==> config.mk <==
export PLATFORM = sky130hd
export DESIGN_NAME = resv_monitor
export DESIGN_NICKNAME = d
export VERILOG_FILES = /design/src/rtl/resv_pkg.sv /design/src/rtl/resv_match.sv /design/src/rtl/resv_age.sv /design/src/rtl/resv_table.sv /design/src/rtl/resv_monitor.sv
export SDC_FILE = /design/constraint.sdc
export NUM_CORES = 1
export LEC_CHECK = 0
export CAP_MARGIN = 15
export CORE_MARGIN = 10
export CORE_UTILIZATION = 60
export DETAILED_ROUTE_END_ITERATION = 7
export PLACE_DENSITY = 0.78
export SYNTH_ARGS = -nofsm -noshare
export SYNTH_HDL_FRONTEND = slang
export SYNTH_SLANG_ARGS = --single-unit
==> constraint.sdc <==
create_clock -name clk -period 14.95 [get_ports clk]
set_clock_uncertainty 0.05 [all_clocks]
set_input_delay 3.7375 -clock clk [delete_from_list [all_inputs] [get_ports clk]]
set_output_delay 3.7375 -clock clk [all_outputs]
set_load 0.01 [all_outputs]
==> src/rtl/resv_pkg.sv <==
package resv_pkg;

  typedef enum logic [2:0] {
    OP_IDLE       = 3'd0,
    OP_READ       = 3'd1,
    OP_LOAD_RSV   = 3'd2,
    OP_STORE      = 3'd3,
    OP_STORE_COND = 3'd4
  } op_e;

  function automatic op_e classify(input logic vld, input logic wr, input logic lk);
    if (!vld) return OP_IDLE;
    if (wr)   return lk ? OP_STORE_COND : OP_STORE;
    return lk ? OP_LOAD_RSV : OP_READ;
  endfunction

endpackage

==> src/rtl/resv_match.sv <==
module resv_match #(
  parameter int ENTRIES = 8,
  parameter int TAG_W   = 32,
  parameter int CTX_W   = 4
) (
  input  logic [ENTRIES-1:0]             ent_valid,
  input  logic [ENTRIES-1:0][TAG_W-1:0]  ent_tag,
  input  logic [ENTRIES-1:0][CTX_W-1:0]  ent_ctx,
  input  logic [TAG_W-1:0]               req_tag,
  input  logic [CTX_W-1:0]               req_ctx,
  output logic [ENTRIES-1:0]             tag_hit,
  output logic [ENTRIES-1:0]             ctx_hit,
  output logic                           own_hit
);

  // One comparator pair per entry, all searched in parallel
  for (genvar g = 0; g < ENTRIES; g++) begin : g_cmp
    assign tag_hit[g] = ent_valid[g] && (ent_tag[g] == req_tag);
    assign ctx_hit[g] = ent_valid[g] && (ent_ctx[g] == req_ctx);
  end

  assign own_hit = |(tag_hit & ctx_hit);

endmodule

==> src/rtl/resv_age.sv <==
module resv_age #(
  parameter int ENTRIES = 8,
  parameter int IDX_W   = (ENTRIES > 1) ? $clog2(ENTRIES) : 1
) (
  input  logic               clk,
  input  logic               rst,
  input  logic               alloc_en,
  input  logic [IDX_W-1:0]   alloc_idx,
  input  logic [ENTRIES-1:0] ent_valid,
  output logic [IDX_W-1:0]   victim_idx
);

  // older_q[i][j] set: entry i was created before entry j
  logic [ENTRIES-1:0][ENTRIES-1:0] older_q;
  logic [ENTRIES-1:0]              victim_vec;

  always_ff @(posedge clk) begin
    if (rst) begin
      older_q <= '0;
    end else if (alloc_en) begin
      for (int j = 0; j < ENTRIES; j++) begin
        older_q[alloc_idx][j] <= 1'b0;
        if (IDX_W'(j) != alloc_idx) older_q[j][alloc_idx] <= 1'b1;
      end
    end
  end

  // An entry is the victim when it is older than every other live entry
  always_comb begin
    victim_vec = '0;
    for (int i = 0; i < ENTRIES; i++) begin
      logic is_old;
      is_old = ent_valid[i];
      for (int j = 0; j < ENTRIES; j++) begin
        if (j != i && ent_valid[j] && !older_q[i][j]) is_old = 1'b0;
      end
      victim_vec[i] = is_old;
    end
  end

  always_comb begin
    victim_idx = '0;
    for (int i = 0; i < ENTRIES; i++) begin
      if (victim_vec[i]) victim_idx = IDX_W'(i);
    end
  end


  single_victim_chk: assert property (@(posedge clk) disable iff (rst)
    (&ent_valid) |-> ($countones(victim_vec) == 1));

endmodule

==> src/rtl/resv_table.sv <==
module resv_table
  import resv_pkg::*;
#(
  parameter int ENTRIES = 8,
  parameter int TAG_W   = 32,
  parameter int CTX_W   = 4,
  parameter int IDX_W   = (ENTRIES > 1) ? $clog2(ENTRIES) : 1
) (
  input  logic                           clk,
  input  logic                           rst,
  input  op_e                            op,
  input  logic [TAG_W-1:0]               req_tag,
  input  logic [CTX_W-1:0]               req_ctx,
  input  logic [ENTRIES-1:0]             tag_hit,
  input  logic [ENTRIES-1:0]             ctx_hit,
  input  logic [IDX_W-1:0]               victim_idx,
  output logic [ENTRIES-1:0]             ent_valid,
  output logic [ENTRIES-1:0][TAG_W-1:0]  ent_tag,
  output logic [ENTRIES-1:0][CTX_W-1:0]  ent_ctx,
  output logic                           alloc_en,
  output logic [IDX_W-1:0]               alloc_idx
);

  logic             is_lr, is_st;
  logic             own_any, free_any;
  logic [IDX_W-1:0] own_idx, free_idx, wr_idx;

  assign is_lr = (op == OP_LOAD_RSV);
  assign is_st = (op == OP_STORE) || (op == OP_STORE_COND);

  always_comb begin
    own_idx = '0;
    for (int i = 0; i < ENTRIES; i++) begin
      if (ctx_hit[i]) own_idx = IDX_W'(i);
    end
  end

  // lowest free slot wins
  always_comb begin
    free_idx = '0;
    for (int i = ENTRIES - 1; i >= 0; i--) begin
      if (!ent_valid[i]) free_idx = IDX_W'(i);
    end
  end

  assign own_any   = |ctx_hit;
  assign free_any  = ~&ent_valid;
  assign alloc_en  = is_lr && !own_any;
  assign alloc_idx = free_any ? free_idx : victim_idx;
  assign wr_idx    = own_any ? own_idx : alloc_idx;

  always_ff @(posedge clk) begin
    if (rst) begin
      ent_valid <= '0;
    end else if (is_st) begin
      ent_valid <= ent_valid & ~tag_hit;
    end else if (is_lr) begin
      ent_valid[wr_idx] <= 1'b1;
    end
  end

  // payload fields carry no reset; the valid bits qualify them
  always_ff @(posedge clk) begin
    if (is_lr) begin
      ent_tag[wr_idx] <= req_tag;
      ent_ctx[wr_idx] <= req_ctx;
    end
  end

  // ---------------- checks ----------------
  function automatic logic tag_live(input logic [TAG_W-1:0] t);
    logic r;
    r = 1'b0;
    for (int i = 0; i < ENTRIES; i++) r = r | (ent_valid[i] && ent_tag[i] == t);
    return r;
  endfunction

  function automatic logic pair_live(input logic [TAG_W-1:0] t, input logic [CTX_W-1:0] c);
    logic r;
    r = 1'b0;
    for (int i = 0; i < ENTRIES; i++)
      r = r | (ent_valid[i] && ent_tag[i] == t && ent_ctx[i] == c);
    return r;
  endfunction

  logic dup_ctx;
  always_comb begin
    dup_ctx = 1'b0;
    for (int i = 0; i < ENTRIES; i++)
      for (int j = i + 1; j < ENTRIES; j++)
        if (ent_valid[i] && ent_valid[j] && ent_ctx[i] == ent_ctx[j]) dup_ctx = 1'b1;
  end


  purge_on_store_chk: assert property (@(posedge clk) disable iff (rst)
    ($past(!rst) && $past(is_st)) |-> !tag_live($past(req_tag)));


  reserve_recorded_chk: assert property (@(posedge clk) disable iff (rst)
    ($past(!rst) && $past(is_lr)) |-> pair_live($past(req_tag), $past(req_ctx)));


  one_per_ctx_chk: assert property (@(posedge clk) disable iff (rst) !dup_ctx);

endmodule

==> src/rtl/resv_monitor.sv <==
module resv_monitor
  import resv_pkg::*;
#(
  parameter int ADDR_W     = 32,
  parameter int CPU_W      = 2,
  parameter int THR_W      = 2,
  parameter int ENTRIES    = 8,
  parameter int GRAN_BYTES = 16
) (
  input  logic              clk,
  input  logic              rst,
  input  logic              req_valid,
  input  logic              req_write,
  input  logic              req_locked,
  input  logic [ADDR_W-1:0] req_addr,
  input  logic [CPU_W-1:0]  req_cpu,
  input  logic [THR_W-1:0]  req_thr,
  output logic              wr_en,
  output logic              sc_pass
);

  localparam int CTX_W = CPU_W + THR_W;
  localparam int IDX_W = (ENTRIES > 1) ? $clog2(ENTRIES) : 1;
  localparam logic [ADDR_W-1:0] GRAN_MASK = ~ADDR_W'(GRAN_BYTES - 1);

  op_e                           cur_op;
  logic [ADDR_W-1:0]             gran_addr;
  logic [CTX_W-1:0]              ctx;
  logic [ENTRIES-1:0]            ent_valid, tag_hit, ctx_hit;
  logic [ENTRIES-1:0][ADDR_W-1:0] ent_tag;
  logic [ENTRIES-1:0][CTX_W-1:0] ent_ctx;
  logic                          own_hit, alloc_en;
  logic [IDX_W-1:0]              alloc_idx, victim_idx;

  assign cur_op    = classify(req_valid, req_write, req_locked);
  assign gran_addr = req_addr & GRAN_MASK;
  assign ctx       = {req_cpu, req_thr};

  resv_match #(.ENTRIES(ENTRIES), .TAG_W(ADDR_W), .CTX_W(CTX_W)) u_match (
    .ent_valid (ent_valid),
    .ent_tag   (ent_tag),
    .ent_ctx   (ent_ctx),
    .req_tag   (gran_addr),
    .req_ctx   (ctx),
    .tag_hit   (tag_hit),
    .ctx_hit   (ctx_hit),
    .own_hit   (own_hit)
  );

  resv_table #(.ENTRIES(ENTRIES), .TAG_W(ADDR_W), .CTX_W(CTX_W), .IDX_W(IDX_W)) u_table (
    .clk        (clk),
    .rst        (rst),
    .op         (cur_op),
    .req_tag    (gran_addr),
    .req_ctx    (ctx),
    .tag_hit    (tag_hit),
    .ctx_hit    (ctx_hit),
    .victim_idx (victim_idx),
    .ent_valid  (ent_valid),
    .ent_tag    (ent_tag),
    .ent_ctx    (ent_ctx),
    .alloc_en   (alloc_en),
    .alloc_idx  (alloc_idx)
  );

  resv_age #(.ENTRIES(ENTRIES), .IDX_W(IDX_W)) u_age (
    .clk        (clk),
    .rst        (rst),
    .alloc_en   (alloc_en),
    .alloc_idx  (alloc_idx),
    .ent_valid  (ent_valid),
    .victim_idx (victim_idx)
  );

  assign sc_pass = (cur_op == OP_STORE_COND) && own_hit;
  assign wr_en   = (cur_op == OP_STORE) || sc_pass;


  cond_status_chk: assert property (@(posedge clk) disable iff (rst)
    sc_pass |-> (req_valid && req_write && req_locked));


  plain_store_chk: assert property (@(posedge clk) disable iff (rst)
    (req_valid && req_write && !req_locked) |-> (wr_en && !sc_pass));


  no_write_on_read_chk: assert property (@(posedge clk) disable iff (rst)
    (!req_valid || !req_write) |-> (!wr_en && !sc_pass));

endmodule

Word level (Yosys, flattened, before mapping) --
Index checks and enable logic that the tools add are counted.
Word-level totals: bits in registers 360, bits of input ports 41
Operators by class: eq/ne operators 26, magnitude comparators 4, mux-type cells 131, reductions and logical operators 126, bitwise gates (word level) 28
Operator list (count):
- 64-bit bitwise AND | 8
- 64-bit inverter | 8
- 256-bit bitwise mux | 1
- 32-bit == test | 8
- 8-bit 2-to-1 mux | 25
- 8-bit demux with 3-bit select | 8
- 32-bit demux with 3-bit select | 1
- 3-bit 2-to-1 mux | 24
- 8-bit OR | 9
- 1-bit logical AND | 69
- 1-bit 2-to-1 mux | 56
- 1-bit logical NOT | 50
- 32-bit bitwise mux | 1
- 4-bit == test | 8
- 32-bit 2-to-1 mux | 1
- 8-bit bitwise AND | 2
- 8-bit OR reduction | 2
- 4-bit demux with 3-bit select | 1
- 2-bit 2-to-1 mux | 6
- 3-bit != test, first input constant | 4
- 3-bit by 4-bit < comparator with 1-bit output, second input constant | 2
- 4-bit 2-to-1 mux | 2
- 8-bit inverter | 1
- 8-bit AND reduction | 1
- 12 further kinds | 17

Longest topological paths before layout --
Gate-level depths: netlist of run 1.
depth in word-level cells 60, depth in mapped cells 9, gate-level depth less buffers 7

Modules after synthesis --
A second synthesis of run 1 with hierarchy kept.
Unflattened totals: cells, all modules 1104, area, all modules 15077.0 um^2
Modules (own cells, without submodules):
- resv_table | area an instance 9344.0 um^2, cells an instance 383, instances 1, sequential area each 8808.4 um^2
- resv_match | area an instance 3573.4 um^2, cells an instance 461, instances 1, sequential area each 0.0 um^2
- resv_age | area an instance 2092.0 um^2, cells an instance 251, instances 1, sequential area each 980.9 um^2
- resv_monitor | area an instance 67.6 um^2, cells an instance 9, instances 1, sequential area each 0.0 um^2

Least setup slack after synthesis of run 1 --
OpenSTA, ideal clock, no wires.
path type input port to output port, start input port req_addr[26], end output port wr_en, path buffers 1, stages on the path 8, setup slack 5.889 ns, data arrival time 5.274 ns, path through clkbuf_1 xnor2_1 nand4_1 nor4_1 nand4_1 o22ai_1 o31a_1 o21bai_1
On the way: cells in the longest elaborated chain, start to end 6, elaborated cells on any way between the ends 20
RTL lines:
- from (decl) | RTL line resv_monitor.sv:15 | input logic [ADDR_W-1:0] req_addr,
- 32-bit == test | RTL line resv_match.sv:18 | assign tag_hit[g] = ent_valid[g] && (ent_tag[g] == req_tag);
- 1-bit logical AND | RTL line resv_match.sv:18
- 8-bit bitwise AND (*) | RTL line resv_match.sv:22 | assign own_hit = |(tag_hit & ctx_hit);
- 8-bit OR reduction (*) | RTL line resv_match.sv:22
- 1-bit logical AND (*) | RTL line resv_monitor.sv:75 | assign sc_pass = (cur_op == OP_STORE_COND) && own_hit;
- named net sc_pass | RTL line resv_monitor.sv:19 | output logic sc_pass
- 1-bit logical OR (*) | RTL line resv_monitor.sv:76 | assign wr_en = (cur_op == OP_STORE) || sc_pass;
- to (decl) | RTL line resv_monitor.sv:18 | output logic wr_en,
The timed path passes the listed nets; every way through them passes the cells marked *.

Worst setup path after layout of run 1 --
start input port req_addr[10], end output port wr_en
On the way: cells in the longest elaborated chain, start to end 6, elaborated cells on any way between the ends 20
RTL lines (RTL line):
- 32-bit == test | resv_match.sv:18
- 1-bit logical AND | resv_match.sv:18
- 8-bit bitwise AND (*) | resv_match.sv:22
- 8-bit OR reduction (*) | resv_match.sv:22
- 1-bit logical AND (*) | resv_monitor.sv:75
- 1-bit logical OR (*) | resv_monitor.sv:76
Mark *: on every way between the ends. The rest lies on a longest branch, timed or not.

==> results of run 1 <==
## how the worst max path moves through the flow
stage	end	slack [ns]	depth (start not counted)
after CTS	wr_en	3.67	9
final	wr_en	3.65	9
after global placement	wr_en	3.73	9
after detailed placement	wr_en	3.69	9
after global routing	wr_en	3.50	9
after floorplan	wr_en	5.89	8
## cell type report
cell class	instances	area [um^2]	area share
Tap cell	280	350	0.0230
Multi-Input combinational cell	556	4360	0.287
Inverter	9	33.8	0.00222
Clock inverter	14	191	0.0126
Clock buffer	43	893	0.0587
Sequential cell	313	8830	0.580
Timing Repair Buffer	61	553	0.0364
## power by group through the flow
stage               sequential [mW]  combinational [mW]  clock [mW]
floorplan                     0.968              0.0594           0
global placement              0.968              0.0959           0
detailed placement            0.968              0.0979           0
finish                        0.949              0.0983       0.804
CTS                           0.949              0.0989       0.813
global route                  0.949               0.107       0.849
## worst register-to-register path: stages, from the launching register on
cell	delay, ns
dfxtp_1	0.41
inv_1	0.33
o22ai_1	0.11
or4_1	0.57
a211oi_1	0.41
o21a_1	0.53
o21ai_1	0.37
nor3_2	0.61
buf_4	0.47
## stage by stage
stage	hold WS, ns	utilization	setup slack (ns)	std cells	cell area, um^2
5_1_grt	0.420	0.695	3.50	1276	15200
6_report	0.405	0.695	3.65	1276	15200
3_5_place_dp	0.394	0.645	3.69	1219	14100
2_1_floorplan	0.382	-	5.89	921	13400
3_3_place_gp	0.387	0.645	3.73	1219	14100
4_1_cts	0.408	0.695	3.67	1276	15200
## cells by family after synthesis
| logic type | count (synthesis) | synth area share |
|---|---|---|
| buffers and inverters | 52 | 0.0169 |
| adders and majority gates | 1 | 0.000935 |
| DFF | 313 | 0.660 |
| AOI/OAI and AO/OA | 121 | 0.0705 |
| xor gates and xnor gates | 256 | 0.168 |
| and+or+nand+nor | 178 | 0.0839 |
## flip-flops by register name (all words and copies together) (netlist names), named ones only
signal / cells
u_table.ent_tag: 224
u_age.older_q: 45
u_table.ent_ctx: 32
u_table.ent_valid: 8
## cells in the final DEF, fill, tap and decap left out, types with 3 or more instances in the layout
cell type and n:
xnor2_1 187, nor2_1 13, bufinv_16 4, o21a_1 51, inv_1 8, nand2b_1 19
and3_1 3, clkbuf_8 5, o32ai_1 4, o21ai_0 7, nand3_1 12, clkbuf_16 32
nor4_2 7, dfxtp_1 57, clkinv_1 4, clkdlybuf4s50_1 38, nor3_2 8, and4_1 3
a41oi_1 4, edfxtp_1 256, nand4_1 53, a211oi_1 3, o211ai_1 7, o41ai_1 4
buf_4 23, o22ai_1 11, o2111ai_1 4, xor2_1 69, nand2_1 9, nor4_1 25
nor3_1 15, o21ai_1 3, a41oi_2 3, clkbuf_1 5
## layer usage
metal	wire length, um	part of all wire	GRT usage	vias to the layer above
met2	13100	0.46	0.301	282
met3	1970	0.069	0.0308	47
met1	12900	0.45	0.291	3890
met4	552	0.019	0.0514	0
li1	-	-	-	3557
met5	0	0	0	-
==> results.toml, run 1 <==
[timing]
fmaxAchievable_mhz = 88.5
rsz0062_at_grt = "no"
drv_slew = 0
slew_headroom = 0.330
finalSetupViolations = 0
fin_crit_ns = 11.30
hold_viol = 0
finalSetupTns_ns = 0
worst_slew_pin_slew_ns = 0.995
timing.final.crit_share = 0.756

[clocking]
clk-insertion-delay-late_ns = 0.57
clk_pin_slew_ns = 0.06
cts_hold_repair.buffers = 0
clock_sinks = 313
cts-root-buf = "clkbuf_16"
ctsResizeCount = 0
tritoncts = "yes"
numCtsBuffers = 31
post_cts_buffers = 0
clockBufferDepth = 3
htree_levels = 1

[global_route]
antenna_found_initial = 0
grt_pass1_wl_um = 44200
grt_max_degree = 33
grt_overflow_total = 0
grt.total_usage = 0.198
grt_pass1_vias = 7562

[outcome]
outcome = "finished, final reports clean"

[die]
initial_utilization = 0.611
ios = 43
die_area_mm2 = 0.0287
num_rows = 54
die_y_um = 169
coreArea_mm2 = 0.0219
fp.dieW_um = 169

[detailed_routing]
vias = 7776
via_per_inst = 6.09
postRouteAntennaNets = 0
dr.pass1.iters = 5
totalWireLength_um = 28600
wl_per_cell_um = 22.4
drc = 0
drtIter0Drc = 696

[setup_path]
cp-startpoint = "req_addr[10]"
critical_path.max_fanout = 16
crit_arrival_ns = 7.51
path_delay_family = "buffers and inverters"
crit_required_ns = 11.16
crit_chain = "clkdlybuf4s50_1, xnor2_1, nand4_1, nor4_1, nand4_1, o22ai_1, o31a_1, o21bai_1, clkdlybuf4s50_1"
worstSetupPathType = "in -> out"
cp_num_buf_inv = 2
reg2reg_to = "u_table.ent_tag[79]"
r2r_slack_ns = 10.73
slowest_stage = "clkdlybuf4s50_1"
critPathLaunchType = "input pin"
end_kind = "output pin"
reg2regPathDepth = 8
r2r_start = "u_table.ent_valid[7]"
cpPeakStageDelay_ns = 0.99

[placement]
dp_hpwl_um = 18100
io_buffers = 38
gp_congestion = 0.892

[synth]
synth_top_area_share = 0.575
seq_area_frac_synth = 0.660
syn_inst = 921
syn-mean-instance-area_um2 = 14.5
synth_edf_count = 256
yosysUniqueCellTypes = 60
synth_area_leader_cell = "edfxtp_1"
synthTopCellsByCount = "256 x edfxtp_1, 187 x xnor2_1, 69 x xor2_1"
synth.area.top_cells = "edfxtp_1 57%, xnor2_1 12%, dfxtp_1 8.5%"
ys.flop_type = "edfxtp_1"
syn_nets = 963
syn_area_mm2 = 0.0134
synth-async-reset-ratio = 0
ys_ff_latch = 313
ys_warn_count = 0
yosysMostFrequentCell = "edfxtp_1"

[power_and_ir_drop]
p_switching_mw = 0.378
p_per_area_mw_per_mm2 = 122
pwr-share-seq = 0.513
clock_power_share = 0.434
intPower_mw = 1.47
irDropWorstVdd_mv = 0.105
swShare = 0.204
power_leakage_nw = 4.72
combPwrFrac = 0.053
fin_total_pwr_mw = 1.85

[finish]
final_layout_size_suffix_gt1_frac = 0.100
nets = 1014
syn2layout_area_growth_pct = 13.7
n_fill_cell = 1480
antenna_cells = 0

[min_path]
hold_path_class = "reg -> reg"
min_path_cells = 1
hold_end = "u_age.older_q[13]"
holdCritStartpoint = "u_age.older_q[13]"

[run]
drv_cap = 0
(Power assumes the default switching activity.)
==> inputs of run 2 (changes only) <==
==> constraint.sdc (replaced) <==
create_clock -name clk -period 11.85 [get_ports clk]
set_clock_uncertainty 0.05 [all_clocks]
set_input_delay 2.9625 -clock clk [delete_from_list [all_inputs] [get_ports clk]]
set_output_delay 2.9625 -clock clk [all_outputs]
set_load 0.01 [all_outputs]
==> run 2 against run 1 <==
Critical path depth unchanged. Final area decreased by 0.59%. Die area unchanged. Sequential power increased by 26%. Global-route usage increased by 0.58 points. Wire length increased by 1.3%. Via count decreased by 0.86%. Setup slack got worse by 1.7 ns. Largest power group unchanged. Utilization decreased by 0.41 points. Flip-flop and latch count unchanged.
==> results.toml, run 2 (same netlist as run 1, synthesis figures left out) <==
[run]
drv_cap = 0

[finish]
finalCoreUtilization = 0.691
multi_input_area_mm2 = 0.00436
nets = 1018
finalNonFillerCells = 1279
n_fill_cell = 1526
design_area_mm2 = 0.0151
largest_reg_flops = 224
syn2layout_area_growth_pct = 13.0
reg_top3 = "u_table.ent_tag x224, u_age.older_q x45, u_table.ent_ctx x32"
final_layout_size_suffix_gt1_frac = 0.100
final_cell_mix = "256 x edfxtp_1, 187 x xnor2_1, 69 x xor2_1"
antenna_cells = 0
layout_commonest_cell = "edfxtp_1"
register_area_mm2 = 0.00883
regMostFlops = "u_table.ent_tag"

[setup_path]
crit_required_ns = 8.84
slowest_stage = "clkdlybuf4s50_1"
crit_arrival_ns = 6.88
critPathLaunchType = "input pin"
crit_chain = "clkdlybuf4s50_1, xnor2_1, nand4_1, nor4_1, nand4_1, o22ai_1, o31a_1, o21bai_1, clkdlybuf4s50_1"
critical_path.max_fanout = 16
cpPeakStageDelay_ns = 0.90
worstSetupPathType = "in -> out"
end_kind = "output pin"

[global_route]
grt_pass1_vias = 7890
grt.total_usage = 0.203
grt_overflow_total = 0
antenna_found_initial = 0
grt_pass1_wl_um = 45700
grt_max_degree = 33

[power_and_ir_drop]
p_per_area_mw_per_mm2 = 149
power_leakage_nw = 4.69
irDropWorstVdd_mv = 0.122

[detailed_routing]
totalWireLength_um = 28900
postRouteAntennaNets = 0
vias = 7709
drc = 0
wl_per_cell_um = 22.6
via_per_inst = 6.03
dr.pass1.iters = 5
drtIter0Drc = 721

[die]
coreArea_mm2 = 0.0219
die_area_mm2 = 0.0287
ios = 43
num_rows = 54
initial_utilization = 0.611
die_y_um = 169
fp.dieW_um = 169

[timing]
fmaxAchievable_mhz = 101
drv_slew = 0
finalSetupTns_ns = 0
timing.final.crit_share = 0.835
fin_crit_ns = 9.89
rsz0062_at_grt = "no"
finalSetupViolations = 0
fin_ws_ns = 1.96
hold_viol = 0
slew_headroom = 0.316
worst_slew_pin_slew_ns = 1.02

[outcome]
outcome = "finished, final reports clean"

[placement]
io_buffers = 38
placedCellCount = 1223
gp_congestion = 0.916
dpl_cell_area_mm2 = 0.0142
dp_hpwl_um = 18500
pre_cts_slack_ns = 2.13

[clocking]
htree_levels = 1
ctsResizeCount = 0
tritoncts = "yes"
cts-root-buf = "clkbuf_16"
clk-insertion-delay-late_ns = 0.56
clock_sinks = 313
clockBufferDepth = 3
post_cts_buffers = 0
cts_hold_repair.buffers = 0
numCtsBuffers = 31
clk_pin_slew_ns = 0.06

[min_path]
hold_path_class = "reg -> reg"
run 2: path summary, 6_finish.rpt:
path	startpoint	endpoint	slack, ns	cells past startpoint
worst min register to register	u_age.older_q[57]	u_age.older_q[57]	0.41	1
worst max-delay path	req_addr[10]	wr_en	1.96	9
worst max register to register	u_table.ent_valid[7]	u_table.ent_tag[86]	7.60	8
worst min-delay path	u_age.older_q[57]	u_age.older_q[57]	0.41	1
run 2: cell type report:
cell class / instances / area share
Tap cell: 280 / 0.0232
Timing Repair Buffer: 65 / 0.0386
Inverter: 9 / 0.00223
Clock inverter: 12 / 0.00579
Multi-Input combinational cell: 556 / 0.288
Clock buffer: 44 / 0.0580
Sequential cell: 313 / 0.584
run 2: power by group:
| part | leakage [nW] | switching (mW) | internal (mW) |
|---|---|---|---|
| sequential | 2.76 | 0.00290 | 1.19 |
| combinational | 1.45 | 0.0754 | 0.0500 |
| clock | 0.479 | 0.391 | 0.534 |
run 2: stage by stage:
stage	power (mW)	hold slack (ns)
3_3_place_gp	1.34	0.388
6_report	2.25	0.405
5_1_grt	2.32	0.426
3_5_place_dp	1.35	0.394
2_1_floorplan	1.30	0.382
4_1_cts	2.26	0.408
run 2: layer usage:
| metal | vias up | track usage | wire length (um) |
|---|---|---|---|
| met1 | 3842 | 0.291 | 12900 |
| met4 | 0 | 0.0589 | 788 |
| li1 | 3551 | - | - |
| met3 | 62 | 0.0340 | 1990 |
| met2 | 254 | 0.315 | 13300 |
| met5 | - | 0 | 0 |
run 2: critical path, delay by kind of cell:
| kind | cells | cell delay, ns |
|---|---|---|
| simple gates | 3 | 1.50 |
| xor+xnor | 1 | 0.40 |
| buf+inv | 2 | 1.46 |
| compound gates | 3 | 0.54 |
